===== src/rtl/xdb_pkg.sv =====
package xdb_pkg;

    localparam int unsigned XDB_DW = 32;

    localparam logic [2:0] A_EXT   = 3'd0;
    localparam logic [2:0] A_RADDR = 3'd1;
    localparam logic [2:0] A_LADDR = 3'd2;
    localparam logic [2:0] A_LEN   = 3'd3;
    localparam logic [2:0] A_CTRL  = 3'd4;
    localparam logic [2:0] A_CMD   = 3'd5;
    localparam logic [2:0] A_STAT  = 3'd6;
    localparam logic [2:0] A_ACK   = 3'd7;

    localparam logic [2:0] RC_OK    = 3'b000;
    localparam logic [2:0] RC_UNSUP = 3'b100;

    typedef enum logic [1:0] {
        ST_IDLE  = 2'd0,
        ST_WAIT  = 2'd1,
        ST_FAULT = 2'd2,
        ST_ACK   = 2'd3
    } xdb_state_e;

    function automatic logic fmt_supported(input logic [15:0] mask, input logic [3:0] fmt);
        return mask[fmt];
    endfunction

endpackage


===== src/rtl/xdb_regfile.sv =====
module xdb_regfile #(
    parameter int unsigned LEN_W  = 20,
    parameter int unsigned PORT_W = 2
) (
    input  logic              clk,
    input  logic              rst_n,
    input  logic              wr_en,
    input  logic [2:0]        wr_addr,
    input  logic [31:0]       wdata,
    output logic [31:0]       ext_addr,
    output logic [31:0]       rem_addr,
    output logic [31:0]       loc_addr,
    output logic [LEN_W-1:0]  length,
    output logic [PORT_W-1:0] port,
    output logic              irq_en,
    output logic [7:0]        hop,
    output logic [3:0]        ftype,
    output logic [3:0]        ttype,
    output logic [15:0]       dbell
);
    import xdb_pkg::*;

    typedef struct packed {
        logic [31:0]       ext_addr;
        logic [31:0]       rem_addr;
        logic [31:0]       loc_addr;
        logic [LEN_W-1:0]  length;
        logic [PORT_W-1:0] port;
        logic              irq_en;
        logic [7:0]        hop;
        logic [3:0]        ftype;
        logic [3:0]        ttype;
        logic [15:0]       dbell;
    } regs_t;

    regs_t regs_d, regs_q;

    always_comb begin
        regs_d = regs_q;
        if (wr_en) begin
            unique case (wr_addr)
                A_EXT:   regs_d.ext_addr = wdata;
                A_RADDR: regs_d.rem_addr = wdata;
                A_LADDR: regs_d.loc_addr = wdata;
                A_LEN:   regs_d.length   = wdata[LEN_W-1:0];
                A_CTRL: begin
                    regs_d.port   = wdata[PORT_W-1:0];
                    regs_d.irq_en = wdata[8];
                end
                A_CMD: begin
                    regs_d.hop   = wdata[7:0];
                    regs_d.ttype = wdata[11:8];
                    regs_d.ftype = wdata[15:12];
                    regs_d.dbell = wdata[31:16];
                end
                default: ;
            endcase
        end
    end

    always_ff @(posedge clk or negedge rst_n) begin
        if (!rst_n) regs_q <= '0;
        else        regs_q <= regs_d;
    end

    assign ext_addr = regs_q.ext_addr;
    assign rem_addr = regs_q.rem_addr;
    assign loc_addr = regs_q.loc_addr;
    assign length   = regs_q.length;
    assign port     = regs_q.port;
    assign irq_en   = regs_q.irq_en;
    assign hop      = regs_q.hop;
    assign ftype    = regs_q.ftype;
    assign ttype    = regs_q.ttype;
    assign dbell    = regs_q.dbell;

endmodule


===== src/rtl/xdb_hdr_pack.sv =====
module xdb_hdr_pack (
    input  logic [3:0] ftype,
    input  logic [3:0] ttype,
    output logic [7:0] ptype
);
    logic keeps_trans;

    always_comb begin
        unique case (ftype)
            4'd2, 4'd5, 4'd8: keeps_trans = 1'b1;
            default:          keeps_trans = 1'b0;
        endcase
        ptype = {ftype, keeps_trans ? ttype : 4'h0};
    end

endmodule


===== src/rtl/xdb_ctrl.sv =====
module xdb_ctrl (
    input  logic       clk,
    input  logic       rst_n,
    input  logic       cmd_go,
    input  logic       fmt_ok,
    input  logic       irq_en,
    input  logic       done,
    input  logic [2:0] done_code,
    input  logic       ack,
    input  logic       viol_set,
    input  logic       viol_clr,
    output logic       busy,
    output logic       launch,
    output logic       irq,
    output logic [2:0] result,
    output logic       viol
);
    import xdb_pkg::*;

    typedef struct packed {
        xdb_state_e st;
        logic       launch;
        logic [2:0] code;
        logic       viol;
    } ctrl_t;

    ctrl_t ctl_d, ctl_q;

    always_comb begin
        ctl_d        = ctl_q;
        ctl_d.launch = 1'b0;
        unique case (ctl_q.st)
            ST_IDLE: begin
                if (cmd_go) begin
                    if (fmt_ok) begin
                        ctl_d.st     = ST_WAIT;
                        ctl_d.launch = 1'b1;
                    end else begin
                        ctl_d.st = ST_FAULT;
                    end
                end
            end
            ST_WAIT: begin
                if (done) begin
                    ctl_d.code = done_code;
                    ctl_d.st   = irq_en ? ST_ACK : ST_IDLE;
                end
            end
            ST_FAULT: begin
                ctl_d.code = RC_UNSUP;
                ctl_d.st   = irq_en ? ST_ACK : ST_IDLE;
            end
            ST_ACK: begin
                if (ack) ctl_d.st = ST_IDLE;
            end
            default: ctl_d.st = ST_IDLE;
        endcase
        if (viol_clr) ctl_d.viol = 1'b0;
        if (viol_set) ctl_d.viol = 1'b1;
    end

    always_ff @(posedge clk or negedge rst_n) begin
        if (!rst_n) begin
            ctl_q.st     <= ST_IDLE;
            ctl_q.launch <= 1'b0;
            ctl_q.code   <= RC_OK;
            ctl_q.viol   <= 1'b0;
        end else begin
            ctl_q <= ctl_d;
        end
    end

    assign busy   = (ctl_q.st != ST_IDLE);
    assign launch = ctl_q.launch;
    assign irq    = (ctl_q.st == ST_ACK);
    assign result = ctl_q.code;
    assign viol   = ctl_q.viol;

endmodule


===== src/rtl/xdb_bank.sv =====
module xdb_bank #(
    parameter int unsigned LEN_W       = 20,
    parameter int unsigned PORT_W      = 2,
    parameter logic [15:0] FMT_SUPPORT = 16'h0D64
) (
    input  logic              clk,
    input  logic              rst_n,
    input  logic              cfg_wr,
    input  logic              cfg_rd,
    input  logic [2:0]        cfg_addr,
    input  logic [31:0]       cfg_wdata,
    output logic [31:0]       cfg_rdata,
    output logic              busy,
    output logic              irq,
    output logic              tx_launch,
    output logic [31:0]       tx_ext_addr,
    output logic [31:0]       tx_addr,
    output logic [31:0]       tx_local_addr,
    output logic [LEN_W-1:0]  tx_length,
    output logic [PORT_W-1:0] tx_port,
    output logic [7:0]        tx_ptype,
    output logic [7:0]        tx_hop,
    output logic [15:0]       tx_dbell,
    input  logic              tx_done,
    input  logic [2:0]        tx_code
);
    import xdb_pkg::*;

    localparam logic [2:0] LAST_DESC = A_CMD;

    logic        desc_hit, desc_wr, cmd_go, new_fmt_ok, ack, viol_clr, viol_set;
    logic        irq_en, viol;
    logic [3:0]  ftype, ttype;
    logic [2:0]  result;
    logic [31:0] len_rd;

    assign desc_hit   = (cfg_addr <= LAST_DESC);
    assign desc_wr    = cfg_wr && desc_hit && !busy;
    assign viol_set   = cfg_wr && desc_hit && busy;
    assign cmd_go     = desc_wr && (cfg_addr == A_CMD);
    assign new_fmt_ok = fmt_supported(FMT_SUPPORT, cfg_wdata[15:12]);
    assign ack        = cfg_wr && (cfg_addr == A_ACK) && cfg_wdata[0];
    assign viol_clr   = cfg_wr && (cfg_addr == A_ACK) && cfg_wdata[1];

    xdb_regfile #(.LEN_W(LEN_W), .PORT_W(PORT_W)) u_regs (
        .clk      (clk),
        .rst_n    (rst_n),
        .wr_en    (desc_wr),
        .wr_addr  (cfg_addr),
        .wdata    (cfg_wdata),
        .ext_addr (tx_ext_addr),
        .rem_addr (tx_addr),
        .loc_addr (tx_local_addr),
        .length   (tx_length),
        .port     (tx_port),
        .irq_en   (irq_en),
        .hop      (tx_hop),
        .ftype    (ftype),
        .ttype    (ttype),
        .dbell    (tx_dbell)
    );

    xdb_hdr_pack u_pack (
        .ftype (ftype),
        .ttype (ttype),
        .ptype (tx_ptype)
    );

    xdb_ctrl u_ctrl (
        .clk       (clk),
        .rst_n     (rst_n),
        .cmd_go    (cmd_go),
        .fmt_ok    (new_fmt_ok),
        .irq_en    (irq_en),
        .done      (tx_done),
        .done_code (tx_code),
        .ack       (ack),
        .viol_set  (viol_set),
        .viol_clr  (viol_clr),
        .busy      (busy),
        .launch    (tx_launch),
        .irq       (irq),
        .result    (result),
        .viol      (viol)
    );

    generate
        if (LEN_W < XDB_DW) begin : g_len_pad
            assign len_rd = {{(XDB_DW - LEN_W){1'b0}}, tx_length};
        end else begin : g_len_cut
            assign len_rd = tx_length[XDB_DW-1:0];
        end
    endgenerate

    always_comb begin
        cfg_rdata = '0;
        if (cfg_rd) begin
            unique case (cfg_addr)
                A_EXT:   if (!busy) cfg_rdata = tx_ext_addr;
                A_RADDR: if (!busy) cfg_rdata = tx_addr;
                A_LADDR: if (!busy) cfg_rdata = tx_local_addr;
                A_LEN:   if (!busy) cfg_rdata = len_rd;
                A_CTRL: if (!busy) begin
                    cfg_rdata[PORT_W-1:0] = tx_port;
                    cfg_rdata[8]          = irq_en;
                end
                A_CMD:   if (!busy) cfg_rdata = {tx_dbell, ftype, ttype, tx_hop};
                A_STAT:  cfg_rdata[5:0] = {irq, viol, (busy ? RC_OK : result), busy};
                default: cfg_rdata = '0;
            endcase
        end
    end

endmodule


===== config.mk =====
export PLATFORM = sky130hd
export DESIGN_NAME = xdb_bank
export DESIGN_NICKNAME = d
export VERILOG_FILES = /design/src/rtl/xdb_pkg.sv /design/src/rtl/xdb_regfile.sv /design/src/rtl/xdb_hdr_pack.sv /design/src/rtl/xdb_ctrl.sv /design/src/rtl/xdb_bank.sv
export SDC_FILE = /design/constraint.sdc
export NUM_CORES = 1
export LEC_CHECK = 0
export ABC_AREA = 1
export BUFFER_PORTS_ARGS = -buffer_cell sky130_fd_sc_hd__buf_2
export CAP_MARGIN = 20
export CORE_AREA = 4 4 127 129
export DETAILED_ROUTE_END_ITERATION = 10
export DIE_AREA = 0 0 131 133
export PLACE_DENSITY = 0.79
export REMOVE_ABC_BUFFERS = 1
export SETUP_SLACK_MARGIN = 0.02
export SLEW_MARGIN = 30
export SYNTH_ARGS = -nofsm -noshare
export SYNTH_HDL_FRONTEND = slang
export SYNTH_SLANG_ARGS = --single-unit
export TNS_END_PERCENT = 100

===== constraint.sdc =====
create_clock -name clk -period 2 [get_ports clk]
set_clock_uncertainty 0.05 [all_clocks]
set_input_delay 0.4 -clock clk [delete_from_list [all_inputs] [get_ports clk]]
set_output_delay 0.4 -clock clk [all_outputs]
set_load 0.01 [all_outputs]

==> reports/metrics.yaml, run 1 <==
peakVddDrop_v: 0.0006295
critPathLaunchType: "flip-flop"
rows: 45
ios: 228
multiInputGateArea_um2: 3197
die_x_um: 131
grt_antenna_before_repair: 0
dieArea_um2: 17420
cp_max_fo: 6
worstSetupEndpointType: "output port"
violations: "setup timing"
ys_seq_area_frac: 0.5134
finalInstanceArea_um2: 10630
ff2ff_path_depth: 9
fin_crit_sh: 1.122
setup_viol: 31
leakage_nw: 5.260
area_growth_pct: 37.97
root_buffer: "clkbuf_16"
vias: 7784
core_area_um2: 15030
numCtsBuffers: 17
totalPowerFinal_w: 0.01123
clk_pin_slew_worst_paths_ns: 0.06
yosys_warnings: 0
cts_buffer_depth: 2
ff_latch_area_um2: 3954
synth_area_um2: 7701
drt_iter0_drc: 715
slew_headroom: 0.7258
die_h_um: 133
crit_arrival_ns: 1.79
post_dp_cell_area_um2: 9333
worst-r2r-setup-slack_ns: 0.16
clock_sink_count: 158
syn-instance-count: 952
routabilityCongestion: 0.9173
initial_core_util: 0.5123
first_global_vias: 7370
hp-class: "in -> reg"
grt_max_degree: 65
outcome: "finished, violations left"
tightest_slew_ns: 0.4112
wire_per_inst_um: 18.44
drc: 0
rsz0062_at_grt: "true"
reg2reg_from: "u_ctrl.ctl_q[6]"
drv_slew: 0
worstSetupPathType: "reg -> out"
finalHoldViolCount: 0
nets: 1266
routed_wl_um: 26130
clock_latency_ns: 0.42
required_ns: 1.55
dr.pass1.iters: 6
drtAntennaViolNets: 0
dp_slack_ns: -0.1487
whs_endpoint: "u_ctrl.result[1]"
grtUsageTotal: 0.2962
via_per_inst: 5.493
hold_depth: 3
cts_tree: "done"
grt_overflow: 0
power_density_nw_per_um2: 1057
antenna_cells: 0
fmax_mhz: 445.8
fill_cells: 1177
yosysUniqueCellTypes: 32
htreeDepth: 4
grt_pass1_wl_um: 39810
hp-start: "tx_code[1]"
drv_cap: 0
fin_crit_ns: 2.243
finish.utilization: 0.7068
hpwlAfterDp_um: 17140
synth-seq-cells: 158
drive_gt1_frac: 0.3222
worstReg2RegEnd: "u_regs.port[0]"
fin_ws_ns: -0.2430
syn_area_per_cell_um2: 8.089
portBuffers: 227
==> cells by family (layout without fill, tap and decap cells) <==
group                      Yosys count  in the layout  share of synthesized area
buffers and inverters              189            466                     0.1100
adders and majority gates            7              7                    0.01137
DFF                                158            158                     0.5134
AOI/OAI and AO/OA                  236            236                     0.1699
and+or+nand+nor                    362            362                     0.1953
==> how the worst max path moves through the flow <==
stage	slack, ns	cells after the start	to	start
2_1_floorplan	-0.20	8	u_ctrl.ctl_q[5]	u_ctrl.ctl_q[5]
3_3_place_gp	-0.10	9	cfg_rdata[15]	cfg_addr[0]
3_5_place_dp	-0.15	9	cfg_rdata[15]	cfg_addr[0]
4_1_cts	-0.23	9	cfg_rdata[6]	u_ctrl.ctl_q[6]
5_1_grt	-0.32	9	cfg_rdata[12]	u_ctrl.ctl_q[5]
6_report	-0.24	9	cfg_rdata[6]	u_ctrl.ctl_q[6]
==> critical path, stage by stage, from the launching register on <==
cell     delay (ns)
dfrtp_1        0.39
inv_2          0.09
ha_4           0.14
nand2_2        0.05
inv_2          0.08
nand2_4        0.08
buf_6          0.15
buf_16         0.16
nor2_4         0.11
buf_6          0.11
==> per-stage QoR <==
step	cells	hold slack [ns]	setup TNS, ns
2_1_floorplan	901	0.05441	-14.29
3_3_place_gp	1370	0.2924	-0.9965
3_5_place_dp	1370	0.2937	-2.651
4_1_cts	1416	0.1515	-6.035
5_1_grt	1417	0.1765	-8.332
6_report	1417	0.1707	-5.896
==> routing by layer <==
metal	wire length, µm	up-vias	GRT usage
li1	-	3572	-
met1	10580	3658	0.4118
met2	12210	467	0.4486
met3	2270	87	0.06217
met4	1067	0	0.1263
met5	0	-	0
==> area by class of cell <==
cell class | count | area share
timing repair inverter | 1 | 0.0003533
sequential | 158 | 0.3721
multi-input combinational | 605 | 0.3009
timing repair buffer | 295 | 0.1957
inverter | 138 | 0.04993
clock inverter | 12 | 0.01496
tap | 188 | 0.02214
clock buffer | 20 | 0.04392
==> power by group <==
| part | switching (W) | internal [W] |
|---|---|---|
| sequential | 0.000534 | 0.00398 |
| clock | 0.00135 | 0.00207 |
| combinational | 0.00199 | 0.00129 |
==> registers in the layout, summed over array words and instances, names as in the netlist <==
| signal | count |
|---|---|
| u_ctrl.ctl_q | 2 |
| u_ctrl.launch | 1 |
| u_regs.loc_addr | 32 |
| u_regs.ext_addr | 32 |
| u_regs.ftype | 4 |
| u_regs.irq_en | 1 |
| u_ctrl.viol | 1 |
| u_regs.dbell | 16 |
| u_ctrl.result | 3 |
| u_regs.length | 20 |
| u_regs.rem_addr | 32 |
| u_regs.ttype | 4 |
| u_regs.port | 2 |
| u_regs.hop | 8 |
==> cells in the final DEF, fill, tap and decap left out, drive strengths merged, types with 18 or more instances in the layout <==
cell    netlist  layout
a21oi        18      18
buf          41     294
clkbuf       10      20
dfrtp       158     158
inv         138     141
nand2       237     237
nand3        21      21
nor2         95      95
o21ai       163     163
o22ai        37      37
==> cells in the mapped netlist (all sizes together) <==
cell type,count,share of area
nand2,237,0.12
o21ai,163,0.11
dfrtp,158,0.51
inv,138,0.068
nor2,95,0.052
buf,41,0.037
o22ai,37,0.030
nand3,21,0.019
a21oi,18,0.012
o211ai,15,0.019
clkbuf,10,0.0050
ha,7,0.011
nand4,6,0.0049
nor3,2,0.0013
a22o,1,0.0011
nand3b,1,0.00098
o2111ai,1,0.0011
o21bai,1,0.00098
==> repair_timing <==
item / CTS / global route
pin swaps: 29 / 4
setup buffers: 9 / 1
endpoints found under the setup margin: 36 / 36
hold buffers: 1 / 0
cloned: 4 / 0
hold endpoints to repair: 37 / 0
gates resized for setup: 77 / 40
No activity file was read; power rests on OpenSTA's default activity.
==> run 2, diff against run 1 <==
--- a/config.mk
+++ b/config.mk
@@ -8,10 +8,9 @@
 export ABC_AREA = 1
 export BUFFER_PORTS_ARGS = -buffer_cell sky130_fd_sc_hd__buf_2
 export CAP_MARGIN = 20
-export CORE_AREA = 4 4 127 129
+export CORE_AREA = 4 4 158 160
 export DETAILED_ROUTE_END_ITERATION = 10
-export DIE_AREA = 0 0 131 133
-export PLACE_DENSITY = 0.79
+export DIE_AREA = 0 0 162 164
 export REMOVE_ABC_BUFFERS = 1
 export SETUP_SLACK_MARGIN = 0.02
 export SLEW_MARGIN = 30
==> reports/metrics.yaml, run 2 (synthesis results as in run 1) <==
drv_slew: 0  # unchanged
core_area_um2: 23400  # +56%
die_x_um: 162  # +24%
final_common_cell: "nand2_1"
routabilityCongestion: 0.8642  # -5.8%
routed_wl_um: 27830  # +6.5%
power_frac_seq: 0.403  # about the same
critPathLaunchType: "flip-flop"
hold_depth: 3  # unchanged
required_ns: 1.55  # about the same
cts_buffer_depth: 2  # unchanged
drtAntennaViolNets: 0  # unchanged
switchingPower_w: 0.003866  # -0.34%
cp_cell_sequence: "inv_2 > ha_4 > nand2_4 > inv_6 > nand2_8 > buf_16 > nor2_1 > buf_2"
power_density_nw_per_um2: 1018  # -3.7%
use_met3: 0.03915  # -0.02303
cp_slowest_stage_delay_ns: 0.38  # about the same
clock_latency_ns: 0.42  # about the same
worst-r2r-setup-slack_ns: 0.13  # -0.03 ns
cellInternalPower_w: 0.007317  # -0.40%
fmax_mhz: 464.8  # +4.3%
totalPowerFinal_w: 0.01118  # -0.38%
met2_usage: 0.3394  # -0.1092
finish.utilization: 0.4696  # -0.2372
vias: 7427  # -4.6%
whs_ns: 0.1779  # +0.007192 ns
first_global_vias: 7474  # +1.4%
drt_iter0_drc: 450  # -37%
fin_crit_ns: 2.151  # -0.09170 ns
slowest_stage: "dfrtp_1"
htreeDepth: 4  # unchanged
area_growth_pct: 42.71
ff2ff_path_depth: 10  # +1
fin_crit_sh: 1.076  # -0.04585
grt_max_degree: 57  # -12%
rows: 56  # +24%
setup_viol: 31  # unchanged
wire_per_inst_um: 17.80  # -3.5%
grt_use_met1: 0.2791  # -0.1328
cp_max_fo: 8  # +2
reg2reg_from: "u_ctrl.ctl_q[5]"
leakage_nw: 5.349  # +1.7%
hp-class: "in -> reg"
worstSetupEndpointType: "output port"
whs_endpoint: "u_ctrl.result[0]"
clk_pin_slew_worst_paths_ns: 0.06  # about the same
drc: 0  # unchanged
cts_tree: "done"
crit_arrival_ns: 1.70  # -0.09 ns
antenna_cells: 0  # unchanged
drive_gt1_frac: 0.3317  # +0.009514
grt_overflow: 0  # unchanged
grt_pass1_wl_um: 42770  # +7.4%
hp-start: "tx_code[0]"
initial_core_util: 0.3291  # -0.1832
dr.pass1.iters: 5  # -1
dp_cells: 1516  # +11%
rsz0062_at_grt: "true"
nets: 1283  # +1.3%
final_cells: 1564  # +10%
grt_antenna_before_repair: 0  # unchanged
busiest_layer: "met2"
drv_cap: 0  # unchanged
dp_slack_ns: -0.1625  # -0.01376 ns
root_buffer: "clkbuf_16"
via_per_inst: 4.749  # -14%
die_h_um: 164  # +23%
dieArea_um2: 26570  # +52%
slew_headroom: 0.7321  # +0.006289
violations: "setup timing"
ios: 228  # unchanged
fin_ws_ns: -0.1513  # +0.09170 ns
portBuffers: 227  # unchanged
clock_sink_count: 158  # unchanged
tightest_slew_ns: 0.4018  # -0.009434 ns
hpwlAfterDp_um: 19470  # +14%
outcome: "finished, violations left"
fill_cells: 2283  # +94%
final_cell_mix: "nand2_1 (230), buf_2 (201), dfrtp_1 (157), o21ai_0 (152), inv_1 (128)"
combPwrFrac: 0.299  # +0.006
worstSetupPathType: "reg -> out"
grtUsageTotal: 0.2078  # -0.08847
numCtsBuffers: 17  # unchanged
finalHoldViolCount: 0  # unchanged
p_clk_frac: 0.298  # -0.007
switching_share: 0.3457  # about the same
worstReg2RegEnd: "u_regs.loc_addr[7]"
peakVddDrop_v: 0.0004821  # -23%
-- run 2: changes by cell type in the layout (fill, tap and decap cells not counted), sizes merged --
cell	change
clkinvlp	+2
inv	-2
clkinv	-3
clkbuf	+3
buf	+16
-- run 2: area by class of cell --
cell class | instances | area, µm² | area share
well taps | 319 | 399.1 | 0.03632
inverters | 138 | 535.5 | 0.04873
flip-flops and latches | 158 | 3955 | 0.3599
repair buffers | 313 | 2325 | 0.2115
multi-input cells | 605 | 3187 | 0.2900
clock buffers | 21 | 450.4 | 0.04098
clock inverters | 10 | 138.9 | 0.01264
-- run 2: worst max-delay path, delay by kind of cell (launching register included) --
| family | cells | cell delay (ns) |
|---|---|---|
| buf+inv | 4 | 0.49 |
| simple gates | 3 | 0.25 |
| fa+ha+maj | 1 | 0.16 |
| flops | 1 | 0.38 |
-- run 2: worst max-delay path by stage --
stage | startpoint | cells past startpoint | endpoint
after global placement | cfg_addr[0] | 9 | cfg_rdata[13]
final | u_ctrl.ctl_q[5] | 8 | cfg_rdata[23]
after global routing | u_ctrl.ctl_q[5] | 9 | cfg_rdata[0]
after floorplan | u_ctrl.ctl_q[5] | 8 | u_ctrl.ctl_q[5]
after detailed placement | cfg_addr[1] | 10 | cfg_rdata[13]
after CTS | u_ctrl.ctl_q[6] | 9 | cfg_rdata[0]
-- run 2: layer usage --
layer / wire length (µm) / up-vias
met5: 0 / -
met3: 1719 / 36
met2: 13100 / 245
met1: 12330 / 3539
met4: 691 / 0
li1: - / 3607
-- run 2: metrics by stage --
stage,cell area (µm²),setup TNS [ns]
5_1_grt,10990,-5.386
3_5_place_dp,9709,-1.496
2_1_floorplan,7375,-14.29
3_3_place_gp,9709,-0.8459
4_1_cts,10630,-4.241
6_report,10990,-3.170
-- run 2: power by group through the flow --
stage,Clock (W),Combinational [W],Sequential [W]
final,0.00334,0.00334,0.00451
after global routing,0.00355,0.00370,0.00461
after CTS,0.00342,0.00321,0.00450
after detailed placement,0,0.00302,0.00455
after global placement,0,0.00298,0.00455
after floorplan,0,0.00111,0.00480
-- run 2: repair_timing --
action,in CTS,in global routing
cloned,1,2
hold buffers,1,0
hold endpoints to repair,32,0
endpoints found under the setup margin,36,49
gates resized for setup,73,52
setup buffers,5,8
pin swaps,15,22
==> run 3, diff against run 2 <==
--- a/config.mk
+++ b/config.mk
@@ -11,6 +11,7 @@
 export CORE_AREA = 4 4 158 160
 export DETAILED_ROUTE_END_ITERATION = 10
 export DIE_AREA = 0 0 162 164
+export PLACE_DENSITY = 0.53
 export REMOVE_ABC_BUFFERS = 1
 export SETUP_SLACK_MARGIN = 0.02
 export SLEW_MARGIN = 30
==> reports/metrics.yaml, run 3 (synthesis results as in run 1) <==
outcome: "finished, violations left"
violations: "setup timing"
drc: 0  # unchanged
drt_iter0_drc: 505  # +12%
numCtsBuffers: 17  # unchanged
peakVddDrop_v: 0.0005229  # +8.5%
via_per_inst: 4.765  # +0.35%
worstSetupPathType: "reg -> out"
drv_slew: 0  # unchanged
slew_headroom: 0.7425  # +0.01040
leakage_nw: 5.531  # +3.4%
die_h_um: 164  # unchanged
dr.pass1.iters: 8  # +3
root_buffer: "clkbuf_16"
antenna_cells: 0  # unchanged
grt_pass1_wl_um: 42890  # +0.27%
drv_cap: 0  # unchanged
portBuffers: 227  # unchanged
critPathLaunchType: "flip-flop"
clock_sink_count: 158  # unchanged
crit_arrival_ns: 1.74  # +0.04 ns
routed_wl_um: 29910  # +7.5%
hpwlAfterDp_um: 19530  # +0.27%
cts_tree: "done"
clock_latency_ns: 0.42  # about the same
slowest_stage: "dfrtp_1"
grt_antenna_before_repair: 0  # unchanged
nets: 1307  # +1.9%
multiInputGateArea_um2: 3242  # +1.7%
drtAntennaViolNets: 0  # unchanged
fill_cells: 2361  # +3.4%
clk_pin_slew_worst_paths_ns: 0.07  # about the same
grt_max_degree: 46  # -19%
grtUsageTotal: 0.2106  # +0.002847
cts_buffer_depth: 2  # unchanged
tightest_slew_ns: 0.3862  # -0.01561 ns
initial_core_util: 0.3291  # unchanged
cp_max_fo: 7  # -1
required_ns: 1.55  # about the same
path_delay_family: "buffers and inverters"
critPathBufInv: 4  # unchanged
rows: 56  # unchanged
drive_gt1_frac: 0.3614  # +0.02969
fmax_mhz: 455.6  # -2.0%
wire_per_inst_um: 18.82  # +5.8%
htreeDepth: 4  # unchanged
rsz0062_at_grt: "true"
crit_cells: 8  # unchanged
power_density_nw_per_um2: 978.2  # -3.9%
vias: 7572  # +2.0%
ios: 228  # unchanged
routabilityCongestion: 0.8248  # -4.6%
worstSetupEndpointType: "output port"
cp_cell_sequence: "inv_2 > ha_4 > nand2_4 > inv_6 > nand2_8 > buf_12 > nor2_1 > buf_2"
ff_latch_area_um2: 3955  # unchanged
setup_viol: 31  # unchanged
ff2ff_path_depth: 12  # +2
final_cell_mix: "nand2_1 (219), buf_2 (204), dfrtp_1 (157), o21ai_0 (134), inv_1 (127)"
first_global_vias: 7285  # -2.5%
finalHoldViolCount: 0  # unchanged
dieArea_um2: 26570  # unchanged
core_area_um2: 23400  # unchanged
area_growth_pct: 47.38
final.setup.tns_ns: -4.421  # -1.251 ns
fin_ws_ns: -0.1950  # -0.04367 ns
die_x_um: 162  # unchanged
final_common_cell: "nand2_1"
cp_slowest_stage_delay_ns: 0.39  # about the same
hp-class: "in -> reg"
fin_crit_sh: 1.097  # +0.02183
grt_overflow: 0  # unchanged
hold_depth: 3  # unchanged
fin_crit_ns: 2.195  # +0.04367 ns
dp_slack_ns: -0.1243  # +0.03818 ns
-- run 3: cell count changes in the layout (fill, tap and decap cells not counted), moves of 5 or more --
cell	delta
o21ai_0	-18
o21ai_1	+15
nand2_1	-11
buf_4	+8
nand2_2	+8
buf_6	+5
clkbuf_16	+5
nor2_2	+5
-- run 3: final timing paths --
check,to,slack (ns),startpoint
setup / recovery,cfg_rdata[26],-0.19,u_ctrl.ctl_q[6]
hold / removal,u_ctrl.result[1],0.16,tx_code[1]
setup reg to reg,u_regs.dbell[5],0.05,u_ctrl.ctl_q[6]
hold reg to reg,u_regs.rem_addr[8],0.47,u_regs.rem_addr[8]
max in group asynchronous,u_regs.ftype[0],0.85,rst_n
min in group asynchronous,u_regs.rem_addr[23],0.37,rst_n
-- run 3: what timing repair did --
action | CTS | global route
setup endpoints to repair | 36 | 98
resized for setup | 62 | 106
endpoints found under the hold margin | 29 | 0
buffers inserted | 7 | 20
hold buffers | 1 | 0
pin swaps | 12 | 25
gates cloned | 2 | 10
-- run 3: metrics by stage --
| step | area, µm² | hold slack [ns] | utilization | total power [W] | cells |
|---|---|---|---|---|---|
| finish | 11350 | 0.1646 | 0.4850 | 0.01110 | 1589 |
| global route | 11350 | 0.1572 | 0.4850 | 0.01179 | 1589 |
| CTS | 10650 | 0.1501 | 0.4549 | 0.01097 | 1561 |
| detailed placement | 9744 | 0.2769 | 0.4164 | 0.007580 | 1519 |
| global placement | 9744 | 0.2751 | 0.4164 | 0.007548 | 1519 |
| floorplan | 7375 | 0.05441 | - | 0.005915 | 901 |
-- run 3: where the power goes --
group | leakage [nW] | switching (W) | internal, W | total [W]
clock | 0.261 | 0.00147 | 0.00168 | 0.00315
combinational | 3.35 | 0.00204 | 0.00141 | 0.00345
sequential | 1.92 | 0.000523 | 0.00398 | 0.00450
total | 5.53 | 0.00404 | 0.00707 | 0.0111
-- run 3: metal layers --
metal / track usage / wire, µm / up-vias
li1: - / - / 3669
met1: 0.2824 / 13440 / 3650
met2: 0.3419 / 14270 / 218
met3: 0.05069 / 1647 / 35
met4: 0.06036 / 555 / 0
met5: 0 / 0 / -
-- run 3: cell type report --
type,instances,area share
clock buffers,19,0.03991
well taps,319,0.03517
repair buffers,337,0.2338
flip-flops and latches,158,0.3485
clock inverters,13,0.009371
multi-input cells,605,0.2856
inverters,138,0.04762
-- run 3: worst reg2reg max path: cells and delay by family (launching register included) --
| family | cells | cell delay, ns |
|---|---|---|
| AOI/OAI and AO/OA | 1 | 0.06 |
| DFF | 1 | 0.39 |
| buffers and inverters | 7 | 0.90 |
| adders and majority gates | 1 | 0.15 |
| and+or+nand+nor | 3 | 0.32 |
